**src/rtl/div_pkg.sv**
```systemverilog
package div_pkg;
  typedef enum logic [1:0] {
    ST_IDLE = 2'd0,
    ST_PREP = 2'd1,
    ST_ITER = 2'd2,
    ST_FIX  = 2'd3
  } div_state_e;
endpackage

```
**src/rtl/div_operand_prep.sv**
```systemverilog
// Converts raw operands to magnitudes and records the result signs
// and special cases for the given mode.
module div_operand_prep #(
  parameter int W = 32
) (
  input  logic [W-1:0] num_i,
  input  logic [W-1:0] den_i,
  input  logic         sgn_i,
  output logic [W-1:0] num_mag_o,
  output logic [W-1:0] den_mag_o,
  output logic         quo_neg_o,
  output logic         rem_neg_o,
  output logic         ovf_o,
  output logic         dz_o
);
  localparam logic [W-1:0] MOST_NEG = {1'b1, {(W-1){1'b0}}};
  localparam logic [W-1:0] ALL_ONES = {W{1'b1}};

  logic num_neg, den_neg;

  always_comb begin
    num_neg   = sgn_i & num_i[W-1];
    den_neg   = sgn_i & den_i[W-1];
    num_mag_o = num_neg ? (~num_i + 1'b1) : num_i;
    den_mag_o = den_neg ? (~den_i + 1'b1) : den_i;
    quo_neg_o = num_neg ^ den_neg;
    rem_neg_o = num_neg;
    ovf_o     = sgn_i & (num_i == MOST_NEG) & (den_i == ALL_ONES);
    dz_o      = (den_i == '0);
  end
endmodule

```
**src/rtl/div_restore_step.sv**
```systemverilog
// One restoring shift-subtract step: produces one quotient bit.
module div_restore_step #(
  parameter int W = 32
) (
  input  logic [W-1:0] part_i,
  input  logic [W-1:0] shreg_i,
  input  logic [W-1:0] den_i,
  output logic [W-1:0] part_o,
  output logic [W-1:0] shreg_o
);
  logic [W:0] trial;
  logic [W:0] diff;
  logic       fits;

  always_comb begin
    trial   = {part_i, shreg_i[W-1]};
    diff    = trial - {1'b0, den_i};
    fits    = ~diff[W];
    part_o  = fits ? diff[W-1:0] : trial[W-1:0];
    shreg_o = {shreg_i[W-2:0], fits};
  end
endmodule

```
**src/rtl/div_result_fix.sv**
```systemverilog
// Applies result signs and derives the quotient flags.
module div_result_fix #(
  parameter int W = 32
) (
  input  logic [W-1:0] quo_mag_i,
  input  logic [W-1:0] rem_mag_i,
  input  logic         quo_neg_i,
  input  logic         rem_neg_i,
  output logic [W-1:0] quo_o,
  output logic [W-1:0] rem_o,
  output logic         neg_o,
  output logic         zero_o
);
  always_comb begin
    quo_o  = quo_neg_i ? (~quo_mag_i + 1'b1) : quo_mag_i;
    rem_o  = rem_neg_i ? (~rem_mag_i + 1'b1) : rem_mag_i;
    neg_o  = quo_o[W-1];
    zero_o = (quo_o == '0);
  end
endmodule

```
**src/rtl/int_divider.sv**
```systemverilog
module int_divider
  import div_pkg::*;
#(
  parameter int W = 32
) (
  input  logic         clk,
  input  logic         rst_n,
  input  logic         start,
  input  logic         is_signed,
  input  logic [W-1:0] dividend,
  input  logic [W-1:0] divisor,
  output logic         busy,
  output logic         done,
  output logic [W-1:0] quotient,
  output logic [W-1:0] remainder,
  output logic         ovf,
  output logic         neg,
  output logic         zero,
  output logic         div_zero
);
  localparam int CW  = (W > 2) ? $clog2(W) : 1;
  localparam int BCW = $clog2(W + 3) + 1;
  localparam logic [CW-1:0] LAST_STEP = CW'(W - 1);
  localparam logic [W-1:0]  MOST_NEG  = {1'b1, {(W-1){1'b0}}};

  // Reset synchronizer: asynchronous assertion, synchronous release
  logic [1:0] rst_sync_q;
  logic       rst_int_n;

  always_ff @(posedge clk or negedge rst_n) begin
    if (!rst_n) rst_sync_q <= 2'b00;
    else        rst_sync_q <= {rst_sync_q[0], 1'b1};
  end
  assign rst_int_n = rst_sync_q[1];

  // State
  div_state_e    state_q, state_d;
  logic [CW-1:0] step_q, step_d;
  logic [W-1:0]  num_q, num_d, den_q, den_d;
  logic          sgn_q, sgn_d;
  logic [W-1:0]  part_q, part_d, shreg_q, shreg_d, dmag_q, dmag_d;
  logic          qneg_q, qneg_d, rneg_q, rneg_d, ovf_pend_q, ovf_pend_d;
  logic          dz_pend_q, dz_pend_d;
  logic [W-1:0]  quo_q, quo_d, rem_q, rem_d;
  logic          ovf_q, ovf_d, neg_q, neg_d, zero_q, zero_d, dz_q, dz_d;
  logic          done_q, done_d;

  // Sub-blocks
  logic [W-1:0] p_num_mag, p_den_mag;
  logic         p_qneg, p_rneg, p_ovf, p_dz;
  logic [W-1:0] s_part, s_shreg;
  logic [W-1:0] f_quo, f_rem;
  logic         f_neg, f_zero;

  div_operand_prep #(.W(W)) u_prep (
    .num_i(num_q), .den_i(den_q), .sgn_i(sgn_q),
    .num_mag_o(p_num_mag), .den_mag_o(p_den_mag),
    .quo_neg_o(p_qneg), .rem_neg_o(p_rneg),
    .ovf_o(p_ovf), .dz_o(p_dz)
  );

  div_restore_step #(.W(W)) u_step (
    .part_i(part_q), .shreg_i(shreg_q), .den_i(dmag_q),
    .part_o(s_part), .shreg_o(s_shreg)
  );

  div_result_fix #(.W(W)) u_fix (
    .quo_mag_i(shreg_q), .rem_mag_i(part_q),
    .quo_neg_i(qneg_q), .rem_neg_i(rneg_q),
    .quo_o(f_quo), .rem_o(f_rem), .neg_o(f_neg), .zero_o(f_zero)
  );

  // Next-state logic
  always_comb begin
    state_d    = state_q;
    step_d     = step_q;
    num_d      = num_q;
    den_d      = den_q;
    sgn_d      = sgn_q;
    part_d     = part_q;
    shreg_d    = shreg_q;
    dmag_d     = dmag_q;
    qneg_d     = qneg_q;
    rneg_d     = rneg_q;
    ovf_pend_d = ovf_pend_q;
    dz_pend_d  = dz_pend_q;
    quo_d      = quo_q;
    rem_d      = rem_q;
    ovf_d      = ovf_q;
    neg_d      = neg_q;
    zero_d     = zero_q;
    dz_d       = dz_q;
    done_d     = 1'b0;
    unique case (state_q)
      ST_IDLE: begin
        if (start) begin
          num_d   = dividend;
          den_d   = divisor;
          sgn_d   = is_signed;
          state_d = ST_PREP;
        end
      end
      ST_PREP: begin
        part_d     = '0;
        shreg_d    = p_num_mag;
        dmag_d     = p_den_mag;
        qneg_d     = p_qneg;
        rneg_d     = p_rneg;
        ovf_pend_d = p_ovf;
        dz_pend_d  = p_dz;
        step_d     = '0;
        state_d    = ST_ITER;
      end
      ST_ITER: begin
        part_d  = s_part;
        shreg_d = s_shreg;
        step_d  = step_q + 1'b1;
        if (step_q == LAST_STEP) state_d = ST_FIX;
      end
      ST_FIX: begin
        quo_d   = f_quo;
        rem_d   = f_rem;
        neg_d   = f_neg;
        zero_d  = f_zero;
        ovf_d   = ovf_pend_q & ~dz_pend_q;
        dz_d    = dz_pend_q;
        done_d  = 1'b1;
        state_d = ST_IDLE;
      end
      default: state_d = ST_IDLE;
    endcase
  end

  // Registers
  always_ff @(posedge clk or negedge rst_int_n) begin
    if (!rst_int_n) begin
      state_q    <= ST_IDLE;
      step_q     <= '0;
      num_q      <= '0;
      den_q      <= '0;
      sgn_q      <= 1'b0;
      part_q     <= '0;
      shreg_q    <= '0;
      dmag_q     <= '0;
      qneg_q     <= 1'b0;
      rneg_q     <= 1'b0;
      ovf_pend_q <= 1'b0;
      dz_pend_q  <= 1'b0;
      quo_q      <= '0;
      rem_q      <= '0;
      ovf_q      <= 1'b0;
      neg_q      <= 1'b0;
      zero_q     <= 1'b0;
      dz_q       <= 1'b0;
      done_q     <= 1'b0;
    end else begin
      state_q    <= state_d;
      step_q     <= step_d;
      num_q      <= num_d;
      den_q      <= den_d;
      sgn_q      <= sgn_d;
      part_q     <= part_d;
      shreg_q    <= shreg_d;
      dmag_q     <= dmag_d;
      qneg_q     <= qneg_d;
      rneg_q     <= rneg_d;
      ovf_pend_q <= ovf_pend_d;
      dz_pend_q  <= dz_pend_d;
      quo_q      <= quo_d;
      rem_q      <= rem_d;
      ovf_q      <= ovf_d;
      neg_q      <= neg_d;
      zero_q     <= zero_d;
      dz_q       <= dz_d;
      done_q     <= done_d;
    end
  end

  assign busy      = (state_q != ST_IDLE);
  assign done      = done_q;
  assign quotient  = quo_q;
  assign remainder = rem_q;
  assign ovf       = ovf_q;
  assign neg       = neg_q;
  assign zero      = zero_q;
  assign div_zero  = dz_q;

  // Checker state: length of the busy window
  logic [BCW-1:0] busy_len_q;
  always_ff @(posedge clk or negedge rst_int_n) begin
    if (!rst_int_n)  busy_len_q <= '0;
    else if (busy)   busy_len_q <= busy_len_q + 1'b1;
    else             busy_len_q <= '0;
  end

  assert_done_pulse_R8: assert property (@(posedge clk) disable iff (!rst_int_n)
    done |=> !done);
  assert_no_done_while_busy_R8: assert property (@(posedge clk) disable iff (!rst_int_n)
    busy |-> !done);
  assert_busy_window_R8: assert property (@(posedge clk) disable iff (!rst_int_n)
    $fell(busy) |-> (busy_len_q == BCW'(W + 2)) && done);
  assert_idle_hold_R8: assert property (@(posedge clk) disable iff (!rst_int_n)
    (!busy && !start) |=> $stable(quotient) && $stable(remainder));
  assert_ignore_start_R9: assert property (@(posedge clk) disable iff (!rst_int_n)
    (busy && start && state_q != ST_PREP) |=> $stable(num_q) && $stable(den_q) && $stable(sgn_q));
  assert_ovf_result_R4: assert property (@(posedge clk) disable iff (!rst_int_n)
    (done && ovf) |-> (quotient == MOST_NEG) && (remainder == '0));
  assert_unsigned_no_ovf_R5: assert property (@(posedge clk) disable iff (!rst_int_n)
    (done && !sgn_q) |-> !ovf);
  assert_zero_flag_R6: assert property (@(posedge clk) disable iff (!rst_int_n)
    (done && !div_zero) |-> (zero == (quotient == '0)));
endmodule

```
**config.mk**
```make
export PLATFORM = sky130hd
export DESIGN_NAME = int_divider
export DESIGN_NICKNAME = d
export VERILOG_FILES = /design/src/rtl/div_pkg.sv /design/src/rtl/div_operand_prep.sv /design/src/rtl/div_restore_step.sv /design/src/rtl/div_result_fix.sv /design/src/rtl/int_divider.sv
export SDC_FILE = /design/constraint.sdc
export NUM_CORES = 1
export LEC_CHECK = 0
export BUFFER_PORTS_ARGS = -buffer_cell sky130_fd_sc_hd__buf_2
export CORE_MARGIN = 5
export CORE_UTILIZATION = 43
export CTS_CLUSTER_DIAMETER = 50
export DETAILED_ROUTE_END_ITERATION = 10
export SYNTH_ARGS = -nofsm -noshare
export SYNTH_HDL_FRONTEND = slang
export SYNTH_SLANG_ARGS = --single-unit
export TNS_END_PERCENT = 10
```
**constraint.sdc**
```tcl
create_clock -name clk -period 8.7 [get_ports clk]
set_clock_uncertainty 0.05 [all_clocks]
set_input_delay 1.74 -clock clk [delete_from_list [all_inputs] [get_ports clk]]
set_output_delay 1.74 -clock clk [all_outputs]
set_load 0.1 [all_outputs]
```
# == After elaboration in Yosys (flattened, before gate mapping) ==
# Cells that the tools add are included.
# word_totals
regBits,243
inputBits,68
wordCells,65
# op_classes
n_addsub,6
n_eq_ne,8
n_mux,12
bitwise,12
n_reduce_logical,7
# op_table
op,count
$mux W32,5
$add A32 B1 Y32 const B,4
$not A32 Y32,4
$pmux W32 S2,2
$eq A32 B32 Y1 const B,2
$logic_not A32 Y1,2
$sub A33 B32 Y33,1
$pmux W5 S2,1
$pmux W2 S4,1
$add A5 B1 Y5 const B,1
$and A1 B1 Y1,5
$eq A5 B5 Y1 const B,1
$eq A2 B2 Y1 const B,2
$mux W2,2
$ne A2 B2 Y1 const B,2
$reduce_and A2 Y1,2
$reduce_bool A2 Y1,2
$eq A2 B1 Y1 const B,1
$logic_not A2 Y1,1
$not A1 Y1,2
$mux W1,1
$xor A1 B1 Y1,1

# == Longest topological paths before layout ==
# Gate-level depths: netlist of run 1.
# depth
word_depth,4
mapped_depth,14
mapped_depth_nobuf,13

# == Hierarchy ==
# From an unflattened synthesis of run 1, not the netlist that was laid out.
# hier_totals
cells_unflattened,1468
hier_area_um2,15418.5
# by_module_without_submodules
mod,n_inst,cells_per_inst,area_each_um2,seq_area_each_um2
int_divider,1,683,9755.6,6080.8
div_restore_step,1,337,2603.7,0.0
div_result_fix,1,230,1604.0,0.0
div_operand_prep,1,218,1455.1,0.0

# == Worst setup path before layout of run 1 ==
# Ideal clock, no wire load.
# synth_path
path_kind,register to register
from,register shreg_q[16]
to,"register zero_q, in the netlist zero"
setup_ns,0.080
arrival_ns,3.566
required_ns,8.570
slack_ns,5.004
stages_incl_launch_ff,13
cell_sequence,dfrtp_1 -> buf_6 -> or4_4 -> or4_4 -> nand2b_4 -> or3_4 -> or2_1 -> buf_6 -> or3_4 -> mux2_2 -> a32oi_1 -> or4_1 -> o22ai_2
# synth_between
elab_chain_len,4
# synth_rtl
item,line_no,text
start: declaration,int_divider.sv:41,"logic [W-1:0] part_q, part_d, shreg_q, shreg_d, dmag_q, dmag_d;"
start signal: assignment,int_divider.sv:163,shreg_q <= shreg_d;
$not A32 Y32,div_result_fix.sv:15,quo_o = quo_neg_i ? (~quo_mag_i + 1'b1) : quo_mag_i;
$add A32 B1 Y32,div_result_fix.sv:15,
$mux W32 *,div_result_fix.sv:15,
$logic_not A32 Y1 *,div_result_fix.sv:18,zero_o = (quo_o == '0);
end signal: assignment,int_divider.sv:173,zero_q <= zero_d;
end: declaration,int_divider.sv:45,"logic ovf_q, ovf_d, neg_q, neg_d, zero_q, zero_d, dz_q, dz_d;"
# Mark *: on every way between the ends. The rest lies on a longest branch, timed or not.
# A chain may end at the register's enable or synchronous reset.

# == Worst setup path after layout of run 1 ==
# layout_path
from,register shreg_q[31]
to,register part_q[11]
# layout_between
elab_chain_len,3
# layout_rtl
item,line_no,text
$sub A33 B32 Y33,div_restore_step.sv:17,"diff = trial - {1'b0, den_i};"
$mux W32,div_restore_step.sv:19,part_o = fits ? diff[W-1:0] : trial[W-1:0];
$pmux W32 S2,int_divider.sv:94,unique case (state_q)
end signal: assignment,int_divider.sv:162,part_q <= part_d;
end: declaration,int_divider.sv:41,
# Every way passes these cells.

==> summary.md, run 1 <==
| Metric | Value |
|---|---|
| Outcome | complete, no violations |
| Worst path max stage delay | 0.52 ns |
| Synth Flop Type | dfrtp_1 |
| Post-CTS Setup Bufs | 0 |
| CP Cell Sequence | inv_1 -> ha_1 -> fa_1 -> nand2b_1 -> a21oi_1 -> o21ai_0 -> a21oi_1 -> a31oi_1 -> o31ai_1 -> xnor2_2 -> buf_4 -> nor2_1 -> a31oi_1 -> o22ai_1 |
| Placer Congestion | 0.861 |
| RSZ-0062 raised after global routing | false |
| Routed wire length | 35,200 um |
| Synth Warn # | 0 |
| Drt via density | 5.30 |
| Synth top area share | 0.426 |
| Yosys cell types | 64 |
| Gr usage total | 0.190 |
| Footprint of the multi-input gates | 0.00748 sq mm |
| CORE AREA | 0.0326 sq mm |
| Vias | 11,200 |
| Placement Cell Area | 0.0152 sq mm |
| Commonest non-fill, non-tap cell in the layout | dfrtp_1 |
| Register area | 0.00606 sq mm |
| CTS tree | done |
| Max_cap viols | 0 |
| Die Ht | 192 um |
| Global route total overflow | 0 |
| Drt pass-1 iters | 5 |
| Setup TNS | 0 ns |
| Row count | 66 |
| CTS Buf Count | 30 |
| Post-layout instance area | 0.0162 sq mm |
| CP Capture Type | register |
| Synthesized Nets | 1,681 |
| Buf/Inv on CP | 2 |
| Die area | 0.0368 sq mm |
| Layout cell share with drive strength beyond 1 | 0.186 |
| CP Max Fanout | 49 |
| Setup Crit Path Kind | reg2reg |
| Cts repair resizes | 0 |
| # IOs | 138 |
| Post-DRT Antenna Nets | 0 |
| Clock transition at path regs | 0.06 ns |
| Sequential element share of the synthesized area | 0.426 |
| Area growth from synthesis to final layout | 13.6% |
| FFs w/ async S/R, synth | 1.00 |
| First-pass GRT wire length | 56,900 um |
| Final Cycle Share | 0.450 |
| Seq cells post-synth | 242 |
| Initial antenna violation count | 5 |
| Final Slew Violations | 0 |
| Fillers | 3,141 |
| Clk buf depth | 3 |
| Final net count | 1,763 |
| Most frequent cells in the layout | dfrtp_1 (241), a21oi_1 (175), nor2_1 (173) |
| Clk root buf | clkbuf_16 |
| Clk sinks | 242 |
| Worst endpoint required time | 9.03 ns |
| DP HPWL | 25,500 um |
| Critical path's top delay family | compound AO/OA/AOI/OAI gates |
| Htree depth | 1 |
| Synthesized area | 0.0142 sq mm |
| Cts hold-fix bufs | 0 |
| Initial DRC Count | 768 |
| Worst slew pin tran | 1.07 ns |
| Vias in the first global route | 10,400 |
| Setup WS pre-CTS | 4.81 ns |
| Tmin final | 3.91 ns |
| Worst path slowest cell | buf_4 |
| EDFF count, synth | 0 |
| Post-synth top area cell | dfrtp_1 |
| Latest clock arrival within the worst-skew pair | 0.56 ns |
| DRC | 0 |
| Synthesized area per cell | 9.08 sq um |
| HP Class | reg2reg |
| Cells after synthesis | 1,567 |
| Initial Utilization | 0.436 |
| Largest net degree at the start of global routing | 181 |
| Routed WL per cell | 16.6 um |
| Final hold violations | 0 |
| Fin worst setup slack | 4.79 ns |
| Fmax | 256 MHz |
| Crit start category | register |
| Endpoints failing setup | 0 |
| Crit path DAT | 4.25 ns |
| Max-Slew Margin vs Limit | 0.282 |
| IO Port Bufs | 137 |
| Chip width | 192 um |
| Synth top area cells | dfrtp_1 (43%), mux2_2 (7.8%), a21oi_1 (6.2%) |
-- layer usage --
metal,vias to the layer above,wire length (um),global-route usage,part of all wire
met5,-,28,0,0.00080
met4,6,565,0.0417,0.016
met3,46,2650,0.0425,0.075
met2,290,12900,0.239,0.37
met1,5182,19100,0.320,0.54
li1,5678,-,-,-
-- sequential cells by signal, summed over array words and instances, names as in the netlist --
signal      flops
zero            1
done            1
remainder      32
rneg_q          1
sgn_q           1
quotient       32
ovf_pend_q      1
num_q          32
dmag_q         32
den_q          32
ovf             1
qneg_q          1
part_q         32
dz_pend_q       1
state_q         2
shreg_q        32
rst_sync_q      2
div_zero        1
step_q          5
-- final cells by class --
| cell class | instances | share of cell area |
|---|---|---|
| multi-input combinational | 1142 | 0.463 |
| antenna | 1 | 0.000155 |
| sequential | 242 | 0.375 |
| clock inverter | 15 | 0.00852 |
| timing repair buffer | 145 | 0.0469 |
| tap | 442 | 0.0342 |
| clock buffer | 39 | 0.0517 |
| inverter | 88 | 0.0204 |
-- logic make-up (layout without fill, tap and decap cells) --
family                     after synthesis  count (layout)  synth area share
and+or+nand+nor                        442             442             0.145
other                                    1               2          0.000264
xor gates and xnor gates               145             145            0.0893
AOI/OAI and AO/OA                      400             400             0.164
muxes                                  108             108            0.0847
buffers and inverters                  183             287            0.0504
DFF                                    242             242             0.426
adders and majority gates               46              46            0.0410
-- worst paths after layout --
path | depth (start not counted) | endpoint | start | slack (ns)
max reg2reg | 14 | part_q[11]$_DFFE_PN0P_ | shreg_q[31]$_DFFE_PN0P_ | 4.79
min reg2reg | 0 | rst_sync_q[1]$_DFF_PN0_ | rst_sync_q[0]$_DFF_PN0_ | 0.31
max in group asynchronous | 1 | part_q[6]$_DFFE_PN0P_ | rst_sync_q[1]$_DFF_PN0_ | 6.80
min in group asynchronous | 0 | num_q[20]$_DFFE_PN0P_ | rst_sync_q[1]$_DFF_PN0_ | 0.37
max | 14 | part_q[11]$_DFFE_PN0P_ | shreg_q[31]$_DFFE_PN0P_ | 4.79
min | 0 | rst_sync_q[1]$_DFF_PN0_ | rst_sync_q[0]$_DFF_PN0_ | 0.31
-- stage by stage --
stage,hold slack [ns],util,std cells
final,0.313,0.495,2114
after global routing,0.342,0.495,2113
after CTS,0.326,0.495,2113
after detailed placement,0.313,0.465,2059
after global placement,0.287,0.465,2059
after floorplan,0.281,-,1567
-- worst register-to-register path, stage by stage (launching register included) --
cell and delay, ns:
dfrtp_1 0.39, inv_1 0.12, ha_1 0.25, fa_1 0.39, nand2b_1 0.20, a21oi_1 0.19
o21ai_0 0.16, a21oi_1 0.36, a31oi_1 0.16, o31ai_1 0.35, xnor2_2 0.27, buf_4 0.52
nor2_1 0.09, a31oi_1 0.17, o22ai_1 0.09
-- Yosys cell counts (18+ instances only) --
cell type and instances:
nand3_1 26, xor2_1 71, nand2_1 111, o22ai_1 31, inv_1 88, xnor2_1 74, dfrtp_1 242, a21oi_1 175
clkbuf_1 77, o21ai_0 97, o31ai_1 28, mux2_2 99, nor3_1 18, nand4_1 19, ha_1 45, nor2_1 173
Power of run 1 is left out: the tool's default activity adds up to more than one toggle a clock period on the data nets, which glitch-free logic cannot reach.
==> run 2, diff against run 1 <==
==> constraint.sdc (replaced) <==
create_clock -name clk -period 3.6 [get_ports clk]
set_clock_uncertainty 0.05 [all_clocks]
set_input_delay 0.72 -clock clk [delete_from_list [all_inputs] [get_ports clk]]
set_output_delay 0.72 -clock clk [all_outputs]
set_load 0.1 [all_outputs]
==> run 2 against run 1 <==
  * Sequential share of layout area fell by 1.3 points
  * Utilization grew 1.8 points
  * Fmax rose by 13%
  * Global-route usage rose by 0.19 points
  * Register-to-register slack lost 4.6 ns
  * Critical path depth decreased by 4
  * Critical path type unchanged
==> summary.md, run 2 (synthesized netlist as in run 1, its figures left out) <==
| Metric | Value |
|---|---|
| HP Class | reg2reg |
| Post-layout instance area | 0.0168 sq mm (+3.7%) |
| CTS Buf Count | 29 (-3.3%) |
| Die area | 0.0368 sq mm (unchanged) |
| Routed wire length | 35,600 um (+1.2%) |
| CP Capture Type | register |
| Largest net degree at the start of global routing | 82 (-55%) |
| Initial antenna violation count | 4 (-1) |
| DP HPWL | 26,800 um (+4.8%) |
| Gr usage total | 0.191 (+0.00188) |
| Post-DRT Antenna Nets | 0 (unchanged) |
| Placer Congestion | 0.882 (+2.5%) |
| Initial Utilization | 0.436 (unchanged) |
| Final core utilization | 0.514 (+0.0185) |
| Routed WL per cell | 16.5 um (-0.91%) |
| Worst endpoint required time | 4.01 ns (-5.02 ns) |
| # IOs | 138 (unchanged) |
| Critical path's top delay family | simple AND/OR/NAND/NOR gates |
| First-pass GRT wire length | 57,900 um (+1.8%) |
| Global route total overflow | 0 (unchanged) |
| Buf/Inv on CP | 0 (-2) |
| Crit start category | register |
| Placement Cell Area | 0.0155 sq mm (+2.4%) |
| Worst R2R Setup Slack | 0.14 ns (-4.64 ns) |
| Outcome | complete, no violations |
| Fmax | 289 MHz (+13%) |
| Worst slew pin tran | 1.05 ns (-0.0273 ns) |
| Setup Crit Path Kind | reg2reg |
| Power per Cell Area | 1080 mW/mm^2 |
| IO Port Bufs | 137 (unchanged) |
| Max-Slew Margin vs Limit | 0.302 (+0.0199) |
| Drt pass-1 iters | 6 (+1) |
| CP Max Fanout | 4 (-92%) |
| Clk root buf | clkbuf_16 |
| Chip width | 192 um (unchanged) |
| Layout cell share with drive strength beyond 1 | 0.219 (+0.0324) |
| Initial DRC Count | 852 (+11%) |
| Vias | 11,400 (+1.8%) |
| Final Slew Violations | 0 (unchanged) |
| Vias in the first global route | 10,800 (+3.5%) |
| Most frequent cells in the layout | dfrtp_1 (241), a21oi_1 (174), nor2_1 (172) |
| Endpoints failing setup | 0 (unchanged) |
| Power Total | 0.0180 W |
| Setup TNS | 0 ns (unchanged) |
| Worst path slowest cell | or4_4 |
| Maximum VDD drop | 0.634 mV |
| Final net count | 1,808 (+2.6%) |
| Worst path max stage delay | 0.53 ns (about the same) |
| Tmin final | 3.46 ns (-0.458 ns) |
| CTS tree | done |
| Commonest non-fill, non-tap cell in the layout | dfrtp_1 |
| Final Cycle Share | 0.960 (+0.510) |
| Htree depth | 1 (unchanged) |
| Clk sinks | 242 (unchanged) |
| CP Cell Sequence | or4_4 -> or4_4 -> nand2b_4 -> or3_4 -> or2_1 -> or3_4 -> mux2_2 -> a32oi_1 -> or4_1 -> o22ai_2 |
| CORE AREA | 0.0326 sq mm (unchanged) |
| Final hold violations | 0 (unchanged) |
| Latest clock arrival within the worst-skew pair | 0.55 ns (about the same) |
| Static leakage | 7.34 nW |
| Clock transition at path regs | 0.06 ns (about the same) |
| Crit path DAT | 3.87 ns (-0.38 ns) |
| DRC | 0 (unchanged) |
| Die Ht | 192 um (unchanged) |
| Clk buf depth | 3 (unchanged) |
| Max_cap viols | 0 (unchanged) |
| Row count | 66 (unchanged) |
| Area growth from synthesis to final layout | 17.8% |
| Drt via density | 5.28 (-0.36%) |
-- run 2: final timing paths --
check	from	to	depth (start not counted)
max in group asynchronous	rst_sync_q[1]$_DFF_PN0_	dmag_q[13]$_DFFE_PN0N_	1
worst min-delay path	rst_sync_q[0]$_DFF_PN0_	rst_sync_q[1]$_DFF_PN0_	0
min in group asynchronous	rst_sync_q[1]$_DFF_PN0_	num_q[21]$_DFFE_PN0P_	0
worst max register to register	shreg_q[16]$_DFFE_PN0P_	zero$_DFFE_PN0P_	10
worst min register to register	rst_sync_q[0]$_DFF_PN0_	rst_sync_q[1]$_DFF_PN0_	0
worst max-delay path	shreg_q[16]$_DFFE_PN0P_	zero$_DFFE_PN0P_	10
-- run 2: layout make-up --
| type | count | area (sq um) |
|---|---|---|
| Antenna cell | 1 | 2.50 |
| Multi-Input combinational cell | 1142 | 7600 |
| Clock inverter | 16 | 278 |
| Timing Repair Buffer | 191 | 1140 |
| Clock buffer | 37 | 796 |
| Fill cell | 3064 | 15900 |
| Tap cell | 442 | 553 |
| Sequential cell | 242 | 6060 |
| Inverter | 88 | 330 |
-- run 2: what timing repair did --
action                                 CTS  global route
cloned                                   0             0
pin swaps                                0             5
setup endpoints to repair                2            38
resized for setup                        3            23
endpoints found under the hold margin    2             0
hold buffers                             1             0
setup buffers                            0             1
-- run 2: power by group --
group	internal, W	switching (W)
sequential	0.00393	0.00123
clock	0.00207	0.00115
combinational	0.00313	0.00653
total	0.00913	0.00892
-- run 2: layer usage --
metal | global-route usage | wire [um]
met1 | 0.322 | 19300
met2 | 0.251 | 13400
met3 | 0.0398 | 2480
met4 | 0.0298 | 427
met5 | 0 | 43
-- run 2: through the flow --
step / std cells / hold WS (ns) / setup WS, ns
4_1_cts: 2157 / 0.300 / 0.00162
3_3_place_gp: 2103 / 0.284 / 0.0248
6_report: 2159 / 0.301 / 0.144
3_5_place_dp: 2103 / 0.286 / -0.0293
2_1_floorplan: 1567 / 0.281 / -0.0960
5_1_grt: 2158 / 0.305 / -0.00886
-- run 2: worst reg2reg max path, stage by stage (launching register included) --
cell	delay, ns
dfrtp_1	0.37
or4_4	0.53
or4_4	0.42
nand2b_4	0.17
or3_4	0.39
or2_1	0.23
or3_4	0.35
mux2_2	0.23
a32oi_1	0.08
or4_1	0.44
o22ai_2	0.12
No activity file was read; power rests on OpenSTA's default activity.
==> run 3, diff against run 2 <==
--- a/config.mk
+++ b/config.mk
@@ -10,6 +10,7 @@
 export CORE_UTILIZATION = 43
 export CTS_CLUSTER_DIAMETER = 50
 export DETAILED_ROUTE_END_ITERATION = 10
+export GPL_TIMING_DRIVEN = 0
 export SYNTH_ARGS = -nofsm -noshare
 export SYNTH_HDL_FRONTEND = slang
 export SYNTH_SLANG_ARGS = --single-unit
==> run 3 against run 2 <==
  * The flow now finishes with violations (setup timing)
  * Die area is the same
  * Global-route usage grew 1.6 points
  * Hold slack gained 0.0063 ns
  * Sequential cell count is the same
  * Final area grew 0.38%
  * Count of clock-buffer cells in the layout shrank 1
  * Non-clock buffer count grew 56
  * Fmax shrank 4.7%
  * Sequential share of layout area shrank 0.11 points
  * Critical endpoint unchanged
==> summary.md, run 3 (synthesized netlist as in run 1, its figures left out) <==
| Metric | Value |
|---|---|
| Final Cycle Share | 1.01 (+0.0468) |
| Setup WS pre-CTS | -0.821 ns (-0.792 ns) |
| Routed wire length | 38,800 um (+8.9%) |
| Fmax | 276 MHz (-4.7%) |
| IO Port Bufs | 137 (unchanged) |
| CTS tree | done |
| Layout cell share with drive strength beyond 1 | 0.203 (-0.0157) |
| CORE AREA | 0.0326 sq mm (unchanged) |
| Initial DRC Count | 743 (-13%) |
| Final Slew Violations | 0 (unchanged) |
| Clk buf depth | 3 (unchanged) |
| Routed WL per cell | 17.5 um (+6.3%) |
| Placer Congestion | 0.895 (+1.5%) |
| Critical path's top delay family | simple AND/OR/NAND/NOR gates |
| Row count | 66 (unchanged) |
| Buf/Inv on CP | 2 (+2) |
| Most frequent cells in the layout | dfrtp_1 (237), a21oi_1 (173), nor2_1 (172) |
| Endpoints failing setup | 1 (+1) |
| Drt pass-1 iters | 5 (-1) |
| Tmin final | 3.62 ns (+0.169 ns) |
| Gr usage total | 0.208 (+0.0161) |
| HP Class | reg2async |
| Global route total overflow | 0 (unchanged) |
| CP Max Fanout | 9 (+5) |
| Failing checks | setup timing |
| Antenna cells | 0 (-1) |
| Power per Cell Area | 1070 mW/mm^2 (-0.43%) |
| Placed cells | 2,149 (+2.2%) |
| Power Total | 0.0180 W (about the same) |
| Post-DRT Antenna Nets | 0 (unchanged) |
| CP Capture Type | register |
| Worst path max stage delay | 0.48 ns (-0.05 ns) |
| First-pass GRT wire length | 62,300 um (+7.7%) |
| Worst reg-to-reg path cell count | 12 (+2) |
| Crit path DAT | 4.04 ns (+0.17 ns) |
| Fin worst setup slack | -0.0245 ns (-0.169 ns) |
| Initial antenna violation count | 0 (-4) |
| Area growth from synthesis to final layout | 18.3% |
| Clock transition at path regs | 0.06 ns (about the same) |
| Htree depth | 1 (unchanged) |
| Worst slew pin tran | 0.682 ns (-0.365 ns) |
| Vias in the first global route | 11,500 (+6.4%) |
| Drt via density | 5.33 (+1.0%) |
| DRC | 0 (unchanged) |
| Die Ht | 192 um (unchanged) |
| Largest net degree at the start of global routing | 70 (-15%) |
| Crit start category | register |
| DP HPWL | 29,800 um (+11%) |
| Clk root buf | clkbuf_16 |
| Commonest non-fill, non-tap cell in the layout | dfrtp_1 |
| Latest clock arrival within the worst-skew pair | 0.54 ns (about the same) |
| Worst endpoint required time | 4.02 ns (about the same) |
| Chip width | 192 um (unchanged) |
| Outcome | complete, but fails checks |
| RSZ-0062 raised after global routing | true |
| Clk sinks | 242 (unchanged) |
| Finished Layout Cells | 2,212 (+2.5%) |
| Max_cap viols | 0 (unchanged) |
| Worst path slowest cell | or4_4 |
| Max-Slew Margin vs Limit | 0.545 (+0.243) |
| Final core utilization | 0.516 (+0.00196) |
| # IOs | 138 (unchanged) |
| CTS Buf Count | 29 (unchanged) |
| Worst path depth | 12 (+2) |
| CP Cell Sequence | buf_6 -> or4_4 -> or4_4 -> nand2b_4 -> or3_4 -> or2_1 -> buf_6 -> or3_4 -> mux2_4 -> a32oi_1 -> or4_1 -> o22ai_2 |
| Maximum VDD drop | 0.609 mV (-3.9%) |
| Initial Utilization | 0.436 (unchanged) |
| Final net count | 1,864 (+3.1%) |
| Static leakage | 7.31 nW (-0.34%) |
| Die area | 0.0368 sq mm (unchanged) |
| Final hold violations | 0 (unchanged) |
| Setup Crit Path Kind | reg2reg |
| Vias | 11,800 (+3.5%) |
## run 3: power by group
group | leakage, nW | switching (W) | internal [W]
clock | 0.485 | 0.00115 | 0.00179
combinational | 3.91 | 0.00690 | 0.00312
sequential | 2.92 | 0.00113 | 0.00394
total | 7.31 | 0.00918 | 0.00885
## run 3: path summary, 6_finish.rpt
| kind | start | to | slack, ns |
|---|---|---|---|
| hold reg to reg | rst_sync_q[1]$_DFF_PN0_ | num_q[17]$_DFFE_PN0P_ | 0.31 |
| min in group clk | rst_sync_q[0]$_DFF_PN0_ | rst_sync_q[1]$_DFF_PN0_ | 0.31 |
| max in group asynchronous | rst_sync_q[1]$_DFF_PN0_ | remainder[11]$_DFFE_PN0P_ | 2.08 |
| setup / recovery | shreg_q[16]$_DFFE_PN0P_ | zero$_DFFE_PN0P_ | -0.02 |
| setup reg to reg | shreg_q[16]$_DFFE_PN0P_ | zero$_DFFE_PN0P_ | -0.02 |
| hold / removal | rst_sync_q[1]$_DFF_PN0_ | num_q[17]$_DFFE_PN0P_ | 0.31 |
## run 3: cell type report
cell class                 count  area [sq um]
buffer                        90           387
clock buffer                  36           802
clock inverter                15           170
fill                        3101         15800
inverter                      88           330
multi-input combinational   1142          7610
sequential                   242          6060
tap                          442           553
timing repair buffer         157           911
## run 3: metrics by stage
step	hold WS (ns)	TNS, ns	area, sq um
6_report	0.307	-0.0245	16800
5_1_grt	0.324	-0.140	16800
4_1_cts	0.312	-0.0251	16700
3_5_place_dp	0.286	-20.08	15500
3_3_place_gp	0.287	-19.95	15500
2_1_floorplan	0.281	-0.0960	14200
## run 3: timing repair
item                       CTS  global route
resized for setup           29            23
pin swaps                    9             5
setup endpoints to repair   38            40
hold buffers                 1             0
hold endpoints to repair     2             0
setup buffers               11             5
## run 3: layer usage
layer | track usage | routed length, um
met1 | 0.334 | 19900
met2 | 0.292 | 15700
met3 | 0.0329 | 2470
met4 | 0.0436 | 706
met5 | 0 | 0
